--- config.mk ---
export PLATFORM = sky130hd
export DESIGN_NAME = prog_fetch_router
export DESIGN_NICKNAME = d
export VERILOG_FILES = /design/src/rtl/prog_fetch_router.sv
export SDC_FILE = /design/constraint.sdc
export NUM_CORES = 1
export LEC_CHECK = 0
export ABC_AREA = 1
export BUFFER_PORTS_ARGS = -buffer_cell sky130_fd_sc_hd__buf_2
export CORE_ASPECT_RATIO = 1.25
export CORE_MARGIN = 2
export CORE_UTILIZATION = 41
export DETAILED_ROUTE_END_ITERATION = 12
export GPL_ROUTABILITY_DRIVEN = 0
export PLACE_DENSITY_LB_ADDON = 0.12
export SETUP_SLACK_MARGIN = 0.1
export SYNTH_ARGS = -nofsm -noshare
export SYNTH_HDL_FRONTEND = slang
export SYNTH_SLANG_ARGS = --single-unit
--- constraint.sdc ---
create_clock -name clk -period 1.6 [get_ports clk]
set_clock_uncertainty 0.1 [all_clocks]
set_input_delay 0.16 -clock clk [delete_from_list [all_inputs] [get_ports clk]]
set_output_delay 0.16 -clock clk [all_outputs]
set_load 0.03 [all_outputs]
--- src/rtl/prog_fetch_router.sv ---
module prog_fetch_router #(
  parameter int FLASH_KB = 64,
  parameter int AW = 21,
  parameter int DW = 16,
  parameter int BOOT_TOP = 'h7FF
) (
  input  logic                                  clk,
  input  logic                                  rst_n,
  input  logic [1:0]                            cfg_mode,
  input  logic                                  fetch_req,
  input  logic [AW-1:0]                         fetch_addr,
  output logic                                  fetch_valid,
  output logic [DW-1:0]                         fetch_data,
  output logic                                  flash_rd,
  output logic [$clog2(FLASH_KB*1024)-1:0]      flash_addr,
  input  logic [DW-1:0]                         flash_rdata,
  output logic                                  ext_req,
  output logic [AW-1:0]                         ext_addr,
  input  logic                                  ext_ready,
  input  logic [DW-1:0]                         ext_rdata
);
  localparam int FLASH_BYTES = FLASH_KB * 1024;
  localparam int FAW = $clog2(FLASH_BYTES);
  localparam logic [AW-1:0] FLASH_TOP = AW'(FLASH_BYTES - 1);
  localparam logic [AW-1:0] BOOT_LIM = AW'(BOOT_TOP);

  typedef enum logic [2:0] {S_IDLE, S_FLASH, S_ZERO, S_EXT, S_XDONE} state_t;

  state_t        state;
  logic [1:0]    mode_q;
  logic [AW-1:0] addr_q;
  logic [DW-1:0] ext_q;
  logic          accept, in_flash, to_ext;

  always_comb begin
    in_flash = 1'b0;
    to_ext   = 1'b0;
    case (mode_q)
      2'b00: to_ext = 1'b1;
      2'b01: begin
        in_flash = fetch_addr <= BOOT_LIM;
        to_ext   = !in_flash;
      end
      2'b10: begin
        in_flash = fetch_addr <= FLASH_TOP;
        to_ext   = !in_flash;
      end
      default: in_flash = fetch_addr <= FLASH_TOP;
    endcase
  end

  assign accept      = fetch_req && (state == S_IDLE);
  assign flash_rd    = accept && in_flash;
  assign flash_addr  = fetch_addr[FAW-1:0];
  assign ext_req     = (state == S_EXT);
  assign ext_addr    = addr_q;
  assign fetch_valid = (state == S_FLASH) || (state == S_ZERO) || (state == S_XDONE);
  assign fetch_data  = (state == S_FLASH) ? flash_rdata :
                       (state == S_XDONE) ? ext_q : '0;

  always_ff @(posedge clk) begin
    if (!rst_n) begin
      mode_q <= cfg_mode;
      state  <= S_IDLE;
      addr_q <= '0;
      ext_q  <= '0;
    end else begin
      case (state)
        S_IDLE: if (accept) begin
          addr_q <= fetch_addr;
          state  <= in_flash ? S_FLASH : (to_ext ? S_EXT : S_ZERO);
        end
        S_EXT: if (ext_ready) begin
          ext_q <= ext_rdata;
          state <= S_XDONE;
        end
        default: state <= S_IDLE;
      endcase
    end
  end
endmodule


==> flow_summary.yaml, run 1 <==
hold_path:
  min_delay_path_depth: 3
  min_from: "fetch_addr[2]"
  hold_class: "input pin to flop"
  hold_path_end: "ext_addr[2]$_SDFFE_PN0P_"
route:
  drc_errors_left: 0
  detail_route.wl_per_cell_um: 13.0
  dr_total_vias: 1994
  count_of_nets_left_with_antenna_violations_after_detail_routing: 0
  drt-total-wl_um: 5440
  drtIter0Drc: 98
  post_drt_via_cell_ratio: 4.76
  drt_pre_antenna_iters: 4
setup_path:
  setup.reg_to_reg.worst_slack_ns: 0.16
  r2r_cells: 8
  crit-reg2reg-capture: "ext_addr[5]$_SDFFE_PN0P_"
  worst_r2r_startpoint: "state[0]$_SDFFE_PN0P_"
  worstPathArrival_ns: 1.36
  cp-end-kind: "primary output"
  timing_worst_setup_path_type: "flop to primary output"
  largest_fanout_of_any_net_on_the_critical_path: 8
  cp_data_required_time_ns: 1.34
  worstSetupStartpointType: "flop"
placed_design:
  port_buffers: 114
  dp_hpwl_um: 3230
logic_synthesis:
  post_synth.cell_area_avg_um2: 7.70
  netlist_instances: 247
  yosysSeqAreaShare: 0.453
  syn_area_um2: 1900
  post_synth_cell_types: 21
  syn_nets: 306
  synth_warnings: 0
  postSynthRegisterBits: 42
timing:
  period_needed_ns: 1.62
  slew_headroom: 0.724
  fin_hold_ws_ns: 0.0191
  tightest_slew_ns: 0.413
  final_min_period_over_clock_period: 1.02
  setup_violations: 3
  slew_violations: 0
  report.final.hold_viol_count: 0
  setup_slack_ns: -0.0245
  rsz0062_at_grt: "true"
  max_freq_mhz: 616
cells_and_area:
  multiInputGateArea_um2: 932
  drive_gt1_frac: 0.476
  layout_common_cells: "sky130_fd_sc_hd__buf_2 (95), sky130_fd_sc_hd__nand2_1 (50), sky130_fd_sc_hd__a21oi_1 (37), sky130_fd_sc_hd__dfxtp_1 (37), sky130_fd_sc_hd__inv_1 (35)"
  num_antenna_cells: 0
  final.fill_count: 402
  layout.cells.most_common: "sky130_fd_sc_hd__buf_2"
  syn2layout_area_growth_pct: 57.2
  layout.nets: 420
  final-seq-area_um2: 872
power:
  netSwitchingFraction: 0.310
  net_switching_power_uw: 750
  power_frac_comb: 0.271
  power_per_cell_area_nw_per_um2: 809
  share_seq_of_total_power: 0.465
  clock_network_fraction_of_total_power: 0.264
  ir_worst_vdd_mv: 0.532
  post-layout-total-power_uw: 2420
  cellInternalPower_uw: 1670
  leakage_uw: 0.00136
global_route:
  grt_first_pass_wirelength_um: 8010
  overflow: 0
  number_of_antenna_violations_at_the_first_check_in_global_routing: 0
  number_of_global_route_vias_before_repair: 1755
  grt_max_degree: 34
  globalRouteTotalUtil: 0.200
clock_tree:
  clk_root_buffer_cell: "sky130_fd_sc_hd__clkbuf_8"
  clk_pin_slew_worst_paths_ns: 0.08
  clk_path_buf_depth: 2
  clkLatencyLatePin_ns: 0.28
  cts_inserted_buffers: 5
  clock_sinks: 42
  cts-htree-levels: 2
  clock_tree_from_tritoncts: "built"
status:
  outcome: "finished, violations left"
  violations: "setup timing"
die:
  coreArea_um2: 4430
  dieArea_um2: 5200
  floorplan.initialDensity: 0.430
  die_h_um: 80.1
  fp.dieW_um: 64.9
  placement_rows: 27
  top_level_ports: 115
run:
  maxCapViolations: 0
layout make-up:
class,instances,share of cell area
well taps,58,0.0243
flip-flops and latches,42,0.292
clock buffers,7,0.0255
repair buffers,132,0.296
inverters,38,0.0511
multi-input cells,142,0.312
flip-flops by register name (all words and copies together) (netlist names):
name and count:
ext_addr 21, ext_q 16, mode_q 2, state 3
critical path: stages (launching register included):
cell and delay (ns):
sky130_fd_sc_hd__dfxtp_4 0.37, sky130_fd_sc_hd__buf_6 0.11, sky130_fd_sc_hd__nand3b_4 0.25, sky130_fd_sc_hd__o22ai_2 0.19, sky130_fd_sc_hd__buf_6 0.16
power groups by stage:
stage               combinational, uW  clock (uW)  sequential (uW)
detailed placement                502           0             1150
CTS                               593         667             1120
global placement                  497           0             1150
finish                            656         638             1130
global route                      703         714             1130
floorplan                         279           0             1220
how the worst max path moves through the flow:
stage	start	endpoint	slack, ns	cells after the start
CTS	state[1]$_SDFFE_PN0P_	fetch_data[4]	-0.03	5
global route	state[0]$_SDFFE_PN0P_	fetch_data[10]	-0.08	5
detailed placement	state[2]$_SDFFE_PN0P_	fetch_data[2]	0.08	4
finish	state[1]$_SDFFE_PN0P_	fetch_data[13]	-0.02	4
floorplan	state[2]$_SDFFE_PN0P_	fetch_data[10]	0.05	4
global placement	state[2]$_SDFFE_PN0P_	fetch_data[8]	0.13	4
stage by stage:
stage          std cells  cell area (um^2)  TNS, ns  utilization  worst slack (ns)
2_1_floorplan        247              1900        0            -            0.0537
3_3_place_gp         395              2370        0        0.537             0.134
3_5_place_dp         395              2370        0        0.537            0.0839
4_1_cts              414              2750   -0.199        0.622           -0.0294
5_1_grt              419              2990   -0.828        0.675           -0.0794
6_report             419              2990  -0.0402        0.675           -0.0245
synth_stat cells, drive strengths merged:
library cell / n / area (um^2)
edfxtp: 2 / 60.1
nor2: 11 / 56.3
nand2: 53 / 211
o22ai: 16 / 100
buf: 25 / 201
a21oi: 39 / 195
dfxtp: 40 / 801
inv: 38 / 143
nand3: 2 / 22.5
clkbuf: 3 / 11.3
o21ai: 17 / 88.8
nand3b: 1 / 11.3
per-layer routing:
layer	routed length [um]	part of all wire	track usage	vias up
li1	-	-	-	1011
met1	1990	0.37	0.222	905
met2	3050	0.56	0.363	70
met3	344	0.063	0.0602	8
met4	61	0.011	0.0617	0
met5	0	0	0	-
logic make-up after synthesis:
family | after synthesis | synth area share
buffers and inverters | 66 | 0.187
flip-flops | 42 | 0.453
AND/OR/NAND/NOR | 67 | 0.159
AO/OA/AOI/OAI | 72 | 0.202
what timing repair did:
action	in CTS	in global routing
pin swaps	4	7
gates resized for setup	49	37
gates cloned	3	1
hold buffers	2	0
hold endpoints to repair	2	0
setup endpoints to repair	18	48
buffers inserted	7	4
Power figures use the tool's default switching activity.
==> inputs of run 2 (changes only) <==
- CELL_PAD_IN_SITES_DETAIL_PLACEMENT: unset -> 0
- CELL_PAD_IN_SITES_GLOBAL_PLACEMENT: unset -> 1
- CORE_UTILIZATION: 41 -> 29
- HOLD_SLACK_MARGIN: unset -> 0.15
- REMOVE_ABC_BUFFERS: unset -> 1
==> run 2 against run 1 <==
Effect of this change:
- combinational power is 19% higher
- maximum frequency down 1.5%
- sequential share of layout area is 4.8 points lower
- power increased by 19%
- utilization shrank 12 points
- critical path type unchanged
- largest power group unchanged
- non-clock buffer count increased by 42
- flip-flop and latch count is the same
- the flow still finishes with violations (setup timing)
==> flow_summary.yaml, run 2 (synthesized netlist as in run 1, its figures left out) <==
status:
  outcome: "finished, violations left"
  violations: "setup timing"
route:
  detail_route.wl_per_cell_um: 12.9
  route.met2.wl_um: 3170
  drc_errors_left: 0
  count_of_nets_left_with_antenna_violations_after_detail_routing: 0
  post_drt_via_cell_ratio: 4.37
  dr_total_vias: 2145
  drt_pre_antenna_iters: 4
  drt-met1-wl_um: 2700
  routed.top_layer: "met4"
  drtIter0Drc: 65
  met3_routed_length_um: 440
  drt-total-wl_um: 6340
cells_and_area:
  syn2layout_area_growth_pct: 88.0
  postLayoutCoreUtil: 0.555
  layout.nets: 462
  num_antenna_cells: 0
  layout.cells.most_common: "sky130_fd_sc_hd__buf_2"
  drive_gt1_frac: 0.470
  post_layout_nonfiller_instances: 491
  flip_flop_count_of_the_largest_register_all_copies_and_words_added: 21
  layout_common_cells: "sky130_fd_sc_hd__buf_2 (96), sky130_fd_sc_hd__nand2_1 (49), sky130_fd_sc_hd__dlygate4sd3_1 (41)"
global_route:
  overflow: 0
  globalRouteTotalUtil: 0.162
  grt_first_pass_wirelength_um: 9400
  grt_max_degree: 34
  number_of_antenna_violations_at_the_first_check_in_global_routing: 0
  number_of_global_route_vias_before_repair: 2026
setup_path:
  critPathBufInv: 2
  worst_path_largest_cell_delay_ns: 0.37
  timing_worst_setup_path_type: "flop to primary output"
  worstPathCellList: "nor2_4, buf_6, nand2_4, o22ai_2, buf_6"
  critPathMostFrequentCell: "sky130_fd_sc_hd__buf_6"
  worstSetupStartpointType: "flop"
  critPathSlowestCell: "sky130_fd_sc_hd__dfxtp_4"
  worstPathArrival_ns: 1.39
  critical_path.top_delay_family: "flip-flops"
  cp-end-kind: "primary output"
  largest_fanout_of_any_net_on_the_critical_path: 4
  cp_data_required_time_ns: 1.34
power:
  cellInternalPower_uw: 2060
  ir_worst_vdd_mv: 0.545
  share_seq_of_total_power: 0.392
  power_per_cell_area_nw_per_um2: 805
  leakage_uw: 0.00158
  net_switching_power_uw: 821
  power_frac_comb: 0.271
  netSwitchingFraction: 0.285
  clock_network_fraction_of_total_power: 0.337
clock_tree:
  clock_tree_from_tritoncts: "built"
  clk_pin_slew_worst_paths_ns: 0.08
  cts-htree-levels: 2
  cts_inserted_buffers: 5
  clock_sinks: 42
  clkLatencyLatePin_ns: 0.29
  clk_path_buf_depth: 2
  clk_root_buffer_cell: "sky130_fd_sc_hd__clkbuf_8"
die:
  floorplan.initialDensity: 0.295
  placement_rows: 33
  fp.dieW_um: 76.4
  dieArea_um2: 7230
  coreArea_um2: 6440
  die_h_um: 94.5
  top_level_ports: 115
placed_design:
  numPlacedInstances: 424
  port_buffers: 114
  dp_hpwl_um: 3440
timing:
  slew_headroom: 0.772
  setup_slack_ns: -0.0490
  slew_violations: 0
  period_needed_ns: 1.65
  setup_violations: 17
  tightest_slew_ns: 0.342
  report.final.hold_viol_count: 0
  final_min_period_over_clock_period: 1.03
  rsz0062_at_grt: "true"
  max_freq_mhz: 606
run:
  maxCapViolations: 0
hold_path:
  hold_class: "input pin to flop"
run 2: cell count changes in the layout (fill, tap and decap cells not counted), moves of 5 or more:
| cell | before | now |
|---|---|---|
| sky130_fd_sc_hd__dlygate4sd3_1 | 2 | 41 |
| sky130_fd_sc_hd__a21oi_1 | 37 | 26 |
| sky130_fd_sc_hd__a21oi_2 | 2 | 13 |
| sky130_fd_sc_hd__o22ai_2 | 11 | 6 |
| sky130_fd_sc_hd__o22ai_4 | 5 | 10 |
run 2: metal layers:
metal | up-vias | GRT usage
met5 | - | 0
met4 | 0 | 0.0500
met3 | 2 | 0.0545
met2 | 85 | 0.282
met1 | 964 | 0.189
li1 | 1094 | -
run 2: final cells by class:
| type | instances | area [um^2] |
|---|---|---|
| fillers | 605 | 2870 |
| repair buffers | 174 | 1310 |
| multi-input cells | 142 | 996 |
| flip-flops and latches | 42 | 872 |
| inverters | 38 | 155 |
| well taps | 87 | 109 |
| clock buffers | 7 | 108 |
| clock inverters | 1 | 30.0 |
run 2: per-stage QoR:
stage / area (um^2) / power [uW] / setup WS, ns / setup TNS (ns) / hold slack, ns
floorplan: 1690 / 1400 / 0.0983 / 0 / 0.159
global placement: 2410 / 1660 / 0.111 / 0 / 0.242
detailed placement: 2410 / 1660 / 0.0892 / 0 / 0.245
CTS: 3290 / 2810 / -0.0195 / -0.279 / 0.172
global route: 3580 / 3040 / -0.117 / -1.43 / 0.174
finish: 3580 / 2880 / -0.0490 / -0.383 / 0.159
run 2: final timing paths:
| check | from | end | slack, ns | cells past startpoint |
|---|---|---|---|---|
| max reg2reg | state[0]$_SDFFE_PN0P_ | state[0]$_SDFFE_PN0P_ | 0.07 | 9 |
| min reg2reg | ext_addr[17]$_SDFFE_PN0P_ | ext_addr[17]$_SDFFE_PN0P_ | 0.37 | 2 |
| min | fetch_addr[20] | state[0]$_SDFFE_PN0P_ | 0.16 | 4 |
| max | state[0]$_SDFFE_PN0P_ | fetch_data[13] | -0.05 | 5 |
run 2: worst min-delay path, delay by kind of cell:
family | cells | cell delay (ns)
AO/OA/AOI/OAI | 2 | 0.20
buffers and inverters | 1 | 0.09
AND/OR/NAND/NOR | 1 | 0.05
run 2: what timing repair did:
| item | in CTS | in global routing |
|---|---|---|
| gates cloned | 2 | 4 |
| hold buffers | 41 | 0 |
| endpoints found under the hold margin | 44 | 0 |
| endpoints found under the setup margin | 18 | 37 |
| pin swaps | 4 | 6 |
| gates resized for setup | 67 | 35 |
| setup buffers | 6 | 6 |
run 2: power groups by stage:
stage	combinational, uW	clock (uW)	sequential [uW]
after floorplan	179	0	1220
after detailed placement	508	0	1150
after CTS	668	1020	1130
after global routing	835	1070	1140
after global placement	506	0	1150
final	779	972	1130
